$ cat src/rtl/qbp_pkg.sv
package qbp_pkg;

    typedef enum logic [2:0] {
        OP_AND  = 3'd0,
        OP_OR   = 3'd1,
        OP_XOR  = 3'd2,
        OP_INC  = 3'd3,
        OP_DEC  = 3'd4,
        OP_BSET = 3'd5,
        OP_BCLR = 3'd6,
        OP_BCPL = 3'd7
    } rmw_op_e;

    typedef enum logic [1:0] {
        ST_IDLE  = 2'd0,
        ST_FETCH = 2'd1,
        ST_CALC  = 2'd2,
        ST_STORE = 2'd3
    } rmw_state_e;

endpackage

$ cat src/rtl/qbp_sync.sv
module qbp_sync #(
    parameter int WIDTH  = 8,
    parameter int STAGES = 2
) (
    input  logic             clk,
    input  logic             rst_n,
    input  logic [WIDTH-1:0] d,
    output logic [WIDTH-1:0] q
);
    logic [WIDTH-1:0] chain [STAGES];

    for (genvar s = 0; s < STAGES; s++) begin : g_stage
        if (s == 0) begin : g_first
            always_ff @(posedge clk or negedge rst_n) begin
                if (!rst_n) chain[s] <= '1;
                else        chain[s] <= d;
            end
        end else begin : g_next
            always_ff @(posedge clk or negedge rst_n) begin
                if (!rst_n) chain[s] <= '1;
                else        chain[s] <= chain[s-1];
            end
        end
    end

    assign q = chain[STAGES-1];
endmodule

$ cat src/rtl/qbp_latch.sv
module qbp_latch #(
    parameter int WIDTH = 8
) (
    input  logic             clk,
    input  logic             rst_n,
    input  logic             wr_en,
    input  logic [WIDTH-1:0] wr_data,
    input  logic             wb_en,
    input  logic [WIDTH-1:0] wb_data,
    output logic [WIDTH-1:0] q
);
    // A plain write outranks the sequencer write-back.
    always_ff @(posedge clk or negedge rst_n) begin
        if (!rst_n)      q <= '1;
        else if (wr_en)  q <= wr_data;
        else if (wb_en)  q <= wb_data;
    end
endmodule

$ cat src/rtl/qbp_alu.sv
module qbp_alu
    import qbp_pkg::*;
#(
    parameter int WIDTH = 8,
    parameter int IDX_W = 3
) (
    input  rmw_op_e          op,
    input  logic [WIDTH-1:0] a,
    input  logic [WIDTH-1:0] b,
    input  logic [IDX_W-1:0] idx,
    output logic [WIDTH-1:0] y
);
    localparam logic [WIDTH-1:0] ONE = {{(WIDTH-1){1'b0}}, 1'b1};

    logic [WIDTH-1:0] mask;
    assign mask = ONE << idx;

    always_comb begin
        unique case (op)
            OP_AND:  y = a & b;
            OP_OR:   y = a | b;
            OP_XOR:  y = a ^ b;
            OP_INC:  y = a + ONE;
            OP_DEC:  y = a - ONE;
            OP_BSET: y = a | mask;
            OP_BCLR: y = a & ~mask;
            OP_BCPL: y = a ^ mask;
        endcase
    end
endmodule

$ cat src/rtl/qbp_rmw_fsm.sv
module qbp_rmw_fsm
    import qbp_pkg::*;
#(
    parameter int WIDTH = 8,
    parameter int IDX_W = 3
) (
    input  logic             clk,
    input  logic             rst_n,
    input  logic             start,
    input  logic [2:0]       op,
    input  logic [WIDTH-1:0] operand,
    input  logic [IDX_W-1:0] bit_sel,
    input  logic [WIDTH-1:0] latch_val,
    output logic             busy,
    output logic             wb_en,
    output logic [WIDTH-1:0] wb_data
);
    rmw_state_e       state, state_nx;
    rmw_op_e          op_r;
    logic [WIDTH-1:0] operand_r;
    logic [IDX_W-1:0] bit_r;
    logic [WIDTH-1:0] snap_r;
    logic [WIDTH-1:0] res_r;
    logic [WIDTH-1:0] alu_y;

    // State register
    always_ff @(posedge clk or negedge rst_n) begin
        if (!rst_n) state <= ST_IDLE;
        else        state <= state_nx;
    end

    // Transitions
    always_comb begin
        state_nx = state;
        unique case (state)
            ST_IDLE:  if (start) state_nx = ST_FETCH;
            ST_FETCH: state_nx = ST_CALC;
            ST_CALC:  state_nx = ST_STORE;
            ST_STORE: state_nx = ST_IDLE;
        endcase
    end

    // Datapath registers
    always_ff @(posedge clk or negedge rst_n) begin
        if (!rst_n) begin
            op_r      <= OP_AND;
            operand_r <= '0;
            bit_r     <= '0;
            snap_r    <= '0;
            res_r     <= '0;
        end else begin
            unique case (state)
                ST_IDLE: begin
                    if (start) begin
                        op_r      <= rmw_op_e'(op);
                        operand_r <= operand;
                        bit_r     <= bit_sel;
                    end
                end
                ST_FETCH: snap_r <= latch_val;
                ST_CALC:  res_r  <= alu_y;
                ST_STORE: ;
            endcase
        end
    end

    qbp_alu #(.WIDTH(WIDTH), .IDX_W(IDX_W)) u_alu (
        .op  (op_r),
        .a   (snap_r),
        .b   (operand_r),
        .idx (bit_r),
        .y   (alu_y)
    );

    // Outputs
    always_comb begin
        busy    = (state != ST_IDLE);
        wb_en   = (state == ST_STORE);
        wb_data = res_r;
    end
endmodule

$ cat src/rtl/qbp_port.sv
module qbp_port #(
    parameter int WIDTH       = 8,
    parameter int OPEN_DRAIN  = 0,
    parameter int SYNC_STAGES = 2,
    localparam int IDX_W      = (WIDTH > 1) ? $clog2(WIDTH) : 1
) (
    input  logic             clk,
    input  logic             rst_n,
    input  logic             wr_en,
    input  logic [WIDTH-1:0] wr_data,
    input  logic             rmw_start,
    input  logic [2:0]       rmw_op,
    input  logic [WIDTH-1:0] rmw_operand,
    input  logic [IDX_W-1:0] rmw_bit,
    input  logic [WIDTH-1:0] pad_in,
    output logic             rmw_busy,
    output logic [WIDTH-1:0] latch_q,
    output logic [WIDTH-1:0] pin_q,
    output logic [WIDTH-1:0] pad_pd_en,
    output logic [WIDTH-1:0] pad_pu_en
);
    logic             wb_en;
    logic [WIDTH-1:0] wb_data;

    qbp_latch #(.WIDTH(WIDTH)) u_latch (
        .clk     (clk),
        .rst_n   (rst_n),
        .wr_en   (wr_en),
        .wr_data (wr_data),
        .wb_en   (wb_en),
        .wb_data (wb_data),
        .q       (latch_q)
    );

    qbp_rmw_fsm #(.WIDTH(WIDTH), .IDX_W(IDX_W)) u_fsm (
        .clk       (clk),
        .rst_n     (rst_n),
        .start     (rmw_start),
        .op        (rmw_op),
        .operand   (rmw_operand),
        .bit_sel   (rmw_bit),
        .latch_val (latch_q),
        .busy      (rmw_busy),
        .wb_en     (wb_en),
        .wb_data   (wb_data)
    );

    qbp_sync #(.WIDTH(WIDTH), .STAGES(SYNC_STAGES)) u_sync (
        .clk   (clk),
        .rst_n (rst_n),
        .d     (pad_in),
        .q     (pin_q)
    );

    assign pad_pd_en = ~latch_q;

    if (OPEN_DRAIN != 0) begin : g_od
        assign pad_pu_en = '0;
    end else begin : g_pu
        assign pad_pu_en = latch_q;
    end
endmodule

$ cat config.mk
export PLATFORM = sky130hd
export DESIGN_NAME = qbp_port
export DESIGN_NICKNAME = d
export VERILOG_FILES = /design/src/rtl/qbp_pkg.sv /design/src/rtl/qbp_sync.sv /design/src/rtl/qbp_latch.sv /design/src/rtl/qbp_alu.sv /design/src/rtl/qbp_rmw_fsm.sv /design/src/rtl/qbp_port.sv
export SDC_FILE = /design/constraint.sdc
export NUM_CORES = 1
export LEC_CHECK = 0
export BUFFER_PORTS_ARGS = -buffer_cell sky130_fd_sc_hd__clkbuf_2
export CAP_MARGIN = 15
export CORE_MARGIN = 2
export CORE_UTILIZATION = 50
export DETAILED_ROUTE_END_ITERATION = 8
export HOLD_SLACK_MARGIN = 0.05
export MAX_ROUTING_LAYER = met4
export PLACE_DENSITY = 0.78
export SLEW_MARGIN = 20
export SYNTH_ARGS = -nofsm -noshare
export SYNTH_HDL_FRONTEND = slang
export SYNTH_SLANG_ARGS = --single-unit
$ cat constraint.sdc
create_clock -name clk -period 2.85 [get_ports clk]
set_clock_uncertainty 0.15 [all_clocks]
set_input_delay 0.4275 -clock clk [delete_from_list [all_inputs] [get_ports clk]]
set_output_delay 0.4275 -clock clk [all_outputs]
set_load 0.005 [all_outputs]
==> impl_metrics.env <==
export IMPL_cp_required_ns=2.93
export IMPL_startpoint_type="register"
export IMPL_worstPathArrival_ns=2.30
export IMPL_antenna_cells=0
export IMPL_dp_hpwl_um=5131
export IMPL_tightest_slew_ns=0.6015
export IMPL_hp_start="wr_data[6]"
export IMPL_firstDrtPassIters=4
export IMPL_synth_cells=313
export IMPL_ys_ff_latch=56
export IMPL_rsz0062_at_grt="false"
export IMPL_final_util_pct=60.17
export IMPL_final_area_sq_um=3626
export IMPL_dieWidth_um=83.59
export IMPL_synth_nets=359
export IMPL_synth_most_common_cell="dfrtp_1"
export IMPL_multi_input_area_sq_um=1453
export IMPL_grt_max_degree=37
export IMPL_max_stage_delay_ns=0.39
export IMPL_p_int_mw=2.216
export IMPL_clock_tree_buffer_depth=2
export IMPL_reg2reg_slack_ns=0.63
export IMPL_maxCapViolCount=0
export IMPL_critical_path_cell_chain="nor2_4, nand2_4, clkinv_4, ha_1, o211ai_1, o211ai_1, o21ai_0, or3b_1, a31oi_1"
export IMPL_synthTopCellsByCount="dfrtp_1 (32), nand2_1 (28), dfstp_2 (24), o21ai_0 (24), mux2_2 (21)"
export IMPL_fmax_mhz=450.7
export IMPL_place_inst=427
export IMPL_ys_flop_type="dfrtp_1"
export IMPL_setup_viol=0
export IMPL_grt_usage_pct=20.97
export IMPL_io_pins=67
export IMPL_vias=2478
export IMPL_synth_cell_type_count=53
export IMPL_synth_area_leaders="dfrtp_1 (25%), dfstp_2 (20%), mux2_2 (7.5%), ha_1 (4.3%), buf_4 (4.0%)"
export IMPL_clk_latency_ns=0.31
export IMPL_drt_total_wl_um=6916
export IMPL_ir_worst_vdd_uv=540.5
export IMPL_drive_gt1_share_pct=34.69
export IMPL_root_buffer="clkbuf_8"
export IMPL_die_area_sq_um=6986
export IMPL_min_to="u_latch.q[6]"
export IMPL_comb_power_share_pct=51.1
export IMPL_cts_made_buffers=5
export IMPL_viasPerCell=5.581
export IMPL_hold_viol=0
export IMPL_final_cells=444
export IMPL_critical_path_class="reg2reg"
export IMPL_pwr_share_seq_pct=37.3
export IMPL_dieHeight_um=83.59
export IMPL_syn_to_final_growth_pct=14.50
export IMPL_place_gp_congestion=0.9127
export IMPL_std_cell_rows=28
export IMPL_rr_worst_depth=9
export IMPL_grt_pass1_wl_um=11610
export IMPL_core_area_sq_um=6026
export IMPL_fin_crit_ns=2.219
export IMPL_hold_class="in2reg"
export IMPL_post_place_ws_ns=0.6715
export IMPL_synth_edf_count=0
export IMPL_synth_top_area_share_pct=25.29
export IMPL_regArea_sq_um=1431
export IMPL_p_sw_mw=1.704
export IMPL_reg2reg_from="u_fsm.op_r[0]"
export IMPL_min_path_cells=3
export IMPL_hold_ws_ns=0.1649
export IMPL_yosysWarnings=0
export IMPL_power_density_nw_per_um2=1081
export IMPL_ys_seq_area_share_pct=45.20
export IMPL_initial_core_util_pct=52.55
export IMPL_grt_pass1_vias=2363
export IMPL_r2r_end="u_fsm.wb_data[7]"
export IMPL_slew_limit_headroom_pct=59.80
export IMPL_final_nets=414
export IMPL_grt_overflow=0
export IMPL_dpl_instance_area_sq_um=3438
export IMPL_fillers=533
export IMPL_tns_ns=0
export IMPL_route_detailed_drc=0
export IMPL_total_power_mw=3.920
export IMPL_p_leak_nw=1.622
export IMPL_antenna_found_initial=0
export IMPL_end_kind="register"
export IMPL_p_clk_share_pct=11.6
export IMPL_synth_area_per_cell_sq_um=10.12
export IMPL_crit_path_max_fanout=7
export IMPL_postRouteAntennaNets=0
export IMPL_syn_area_sq_um=3167
export IMPL_htree_levels=2
export IMPL_fin_crit_sh_pct=77.85
export IMPL_wl_per_cell_um=15.58
export IMPL_clock_sinks=56
export IMPL_cts_tree="done"
export IMPL_status="finished clean"
export IMPL_crit_top_cell="o211ai_1"
export IMPL_async_reset_ff_share_pct=100.0
export IMPL_p_sw_share_pct=43.48
export IMPL_synth_top_area_cell="dfrtp_1"
export IMPL_dr_first_iter_drc_count=152
export IMPL_crit_slowest_cell="dfrtp_1"
export IMPL_fin_ws_ns=0.6314
export IMPL_portBuffers=66
export IMPL_drv_slew=0
export IMPL_clk_pin_slew_ns=0.10
## power groups by stage
stage | logic [mW] | clock network (mW) | registers [mW]
2_1_floorplan | 1.62 | 0 | 1.32
3_3_place_gp | 1.95 | 0 | 1.46
3_5_place_dp | 1.98 | 0 | 1.47
4_1_cts | 2.00 | 0.475 | 1.46
5_1_grt | 2.24 | 0.500 | 1.51
6_report | 2.00 | 0.456 | 1.46
## cell type report
class                      count  share of cell area, %
clock buffer                   6                  2.277
clock inverter                 2                 0.4141
inverter                      20                  2.208
multi-input combinational    205                  40.06
sequential                    56                  39.48
tap                           75                  2.588
timing repair buffer          80                  12.97
## cell families after synthesis
logic type	Yosys count	share of synthesized area, %
AOI/OAI and AO/OA	81	16.83
DFF	56	45.20
buffers and inverters	52	8.929
xor gates and xnor gates	8	2.212
and+or+nand+nor	75	11.85
muxes	29	9.996
adders and majority gates	12	4.978
## critical path, delay by kind of cell (launching register included)
kind                       cells  cell delay, ns
AOI/OAI and AO/OA              4            0.62
adders and majority gates      1            0.34
buffers and inverters          1            0.09
DFF                            1            0.39
and+or+nand+nor                3            0.54
## cells in the final DEF (no fill, tap or decap), types with 3 or more instances in the layout
cell / n
xnor2_1: 4
inv_1: 19
a21oi_1: 12
nand2b_1: 5
o211ai_1: 9
nand3_1: 4
dlygate4sd3_1: 9
o221ai_1: 3
dfrtp_1: 32
nor2_1: 16
o31ai_1: 5
mux2_2: 21
clkbuf_2: 66
ha_1: 11
nand2_1: 28
xor2_1: 4
a31oi_1: 6
buf_4: 4
mux2i_1: 8
dfstp_2: 24
clkbuf_8: 6
o21ai_0: 24
nor2b_1: 6
a41oi_1: 3
## registers in the layout (all words and copies together), names as in the netlist
signal,count
u_latch.q,8
u_sync.q,8
u_fsm.operand_r,8
u_sync.chain,8
u_fsm.snap_r,8
u_fsm.op_r,3
u_fsm.bit_r,3
u_fsm.state,2
u_fsm.wb_data,8
## routing by layer
layer | global-route usage, % | vias up | wire (um)
li1 | - | 1205 | -
met1 | 30.06 | 1164 | 3212
met2 | 31.35 | 100 | 3171
met3 | 3.462 | 9 | 449
met4 | 4.985 | 0 | 83
met5 | - | - | 0
## worst max path at each step
stage	startpoint	to	slack (ns)
finish	u_fsm.op_r[0]	u_fsm.wb_data[7]	0.63
global route	u_fsm.op_r[0]	u_fsm.wb_data[7]	0.43
CTS	u_fsm.op_r[0]	u_fsm.wb_data[7]	0.64
detailed placement	u_fsm.op_r[0]	u_fsm.wb_data[7]	0.67
global placement	u_fsm.op_r[0]	u_fsm.wb_data[7]	0.71
floorplan	u_fsm.op_r[0]	u_fsm.wb_data[7]	0.76
## timing repair
action / 4_1_cts / 5_1_grt
hold buffers: 9 / 0
resized for setup: 0 / 0
endpoints found under the hold margin: 25 / 0
setup buffers: 0 / 0
(Power assumes the default switching activity.)
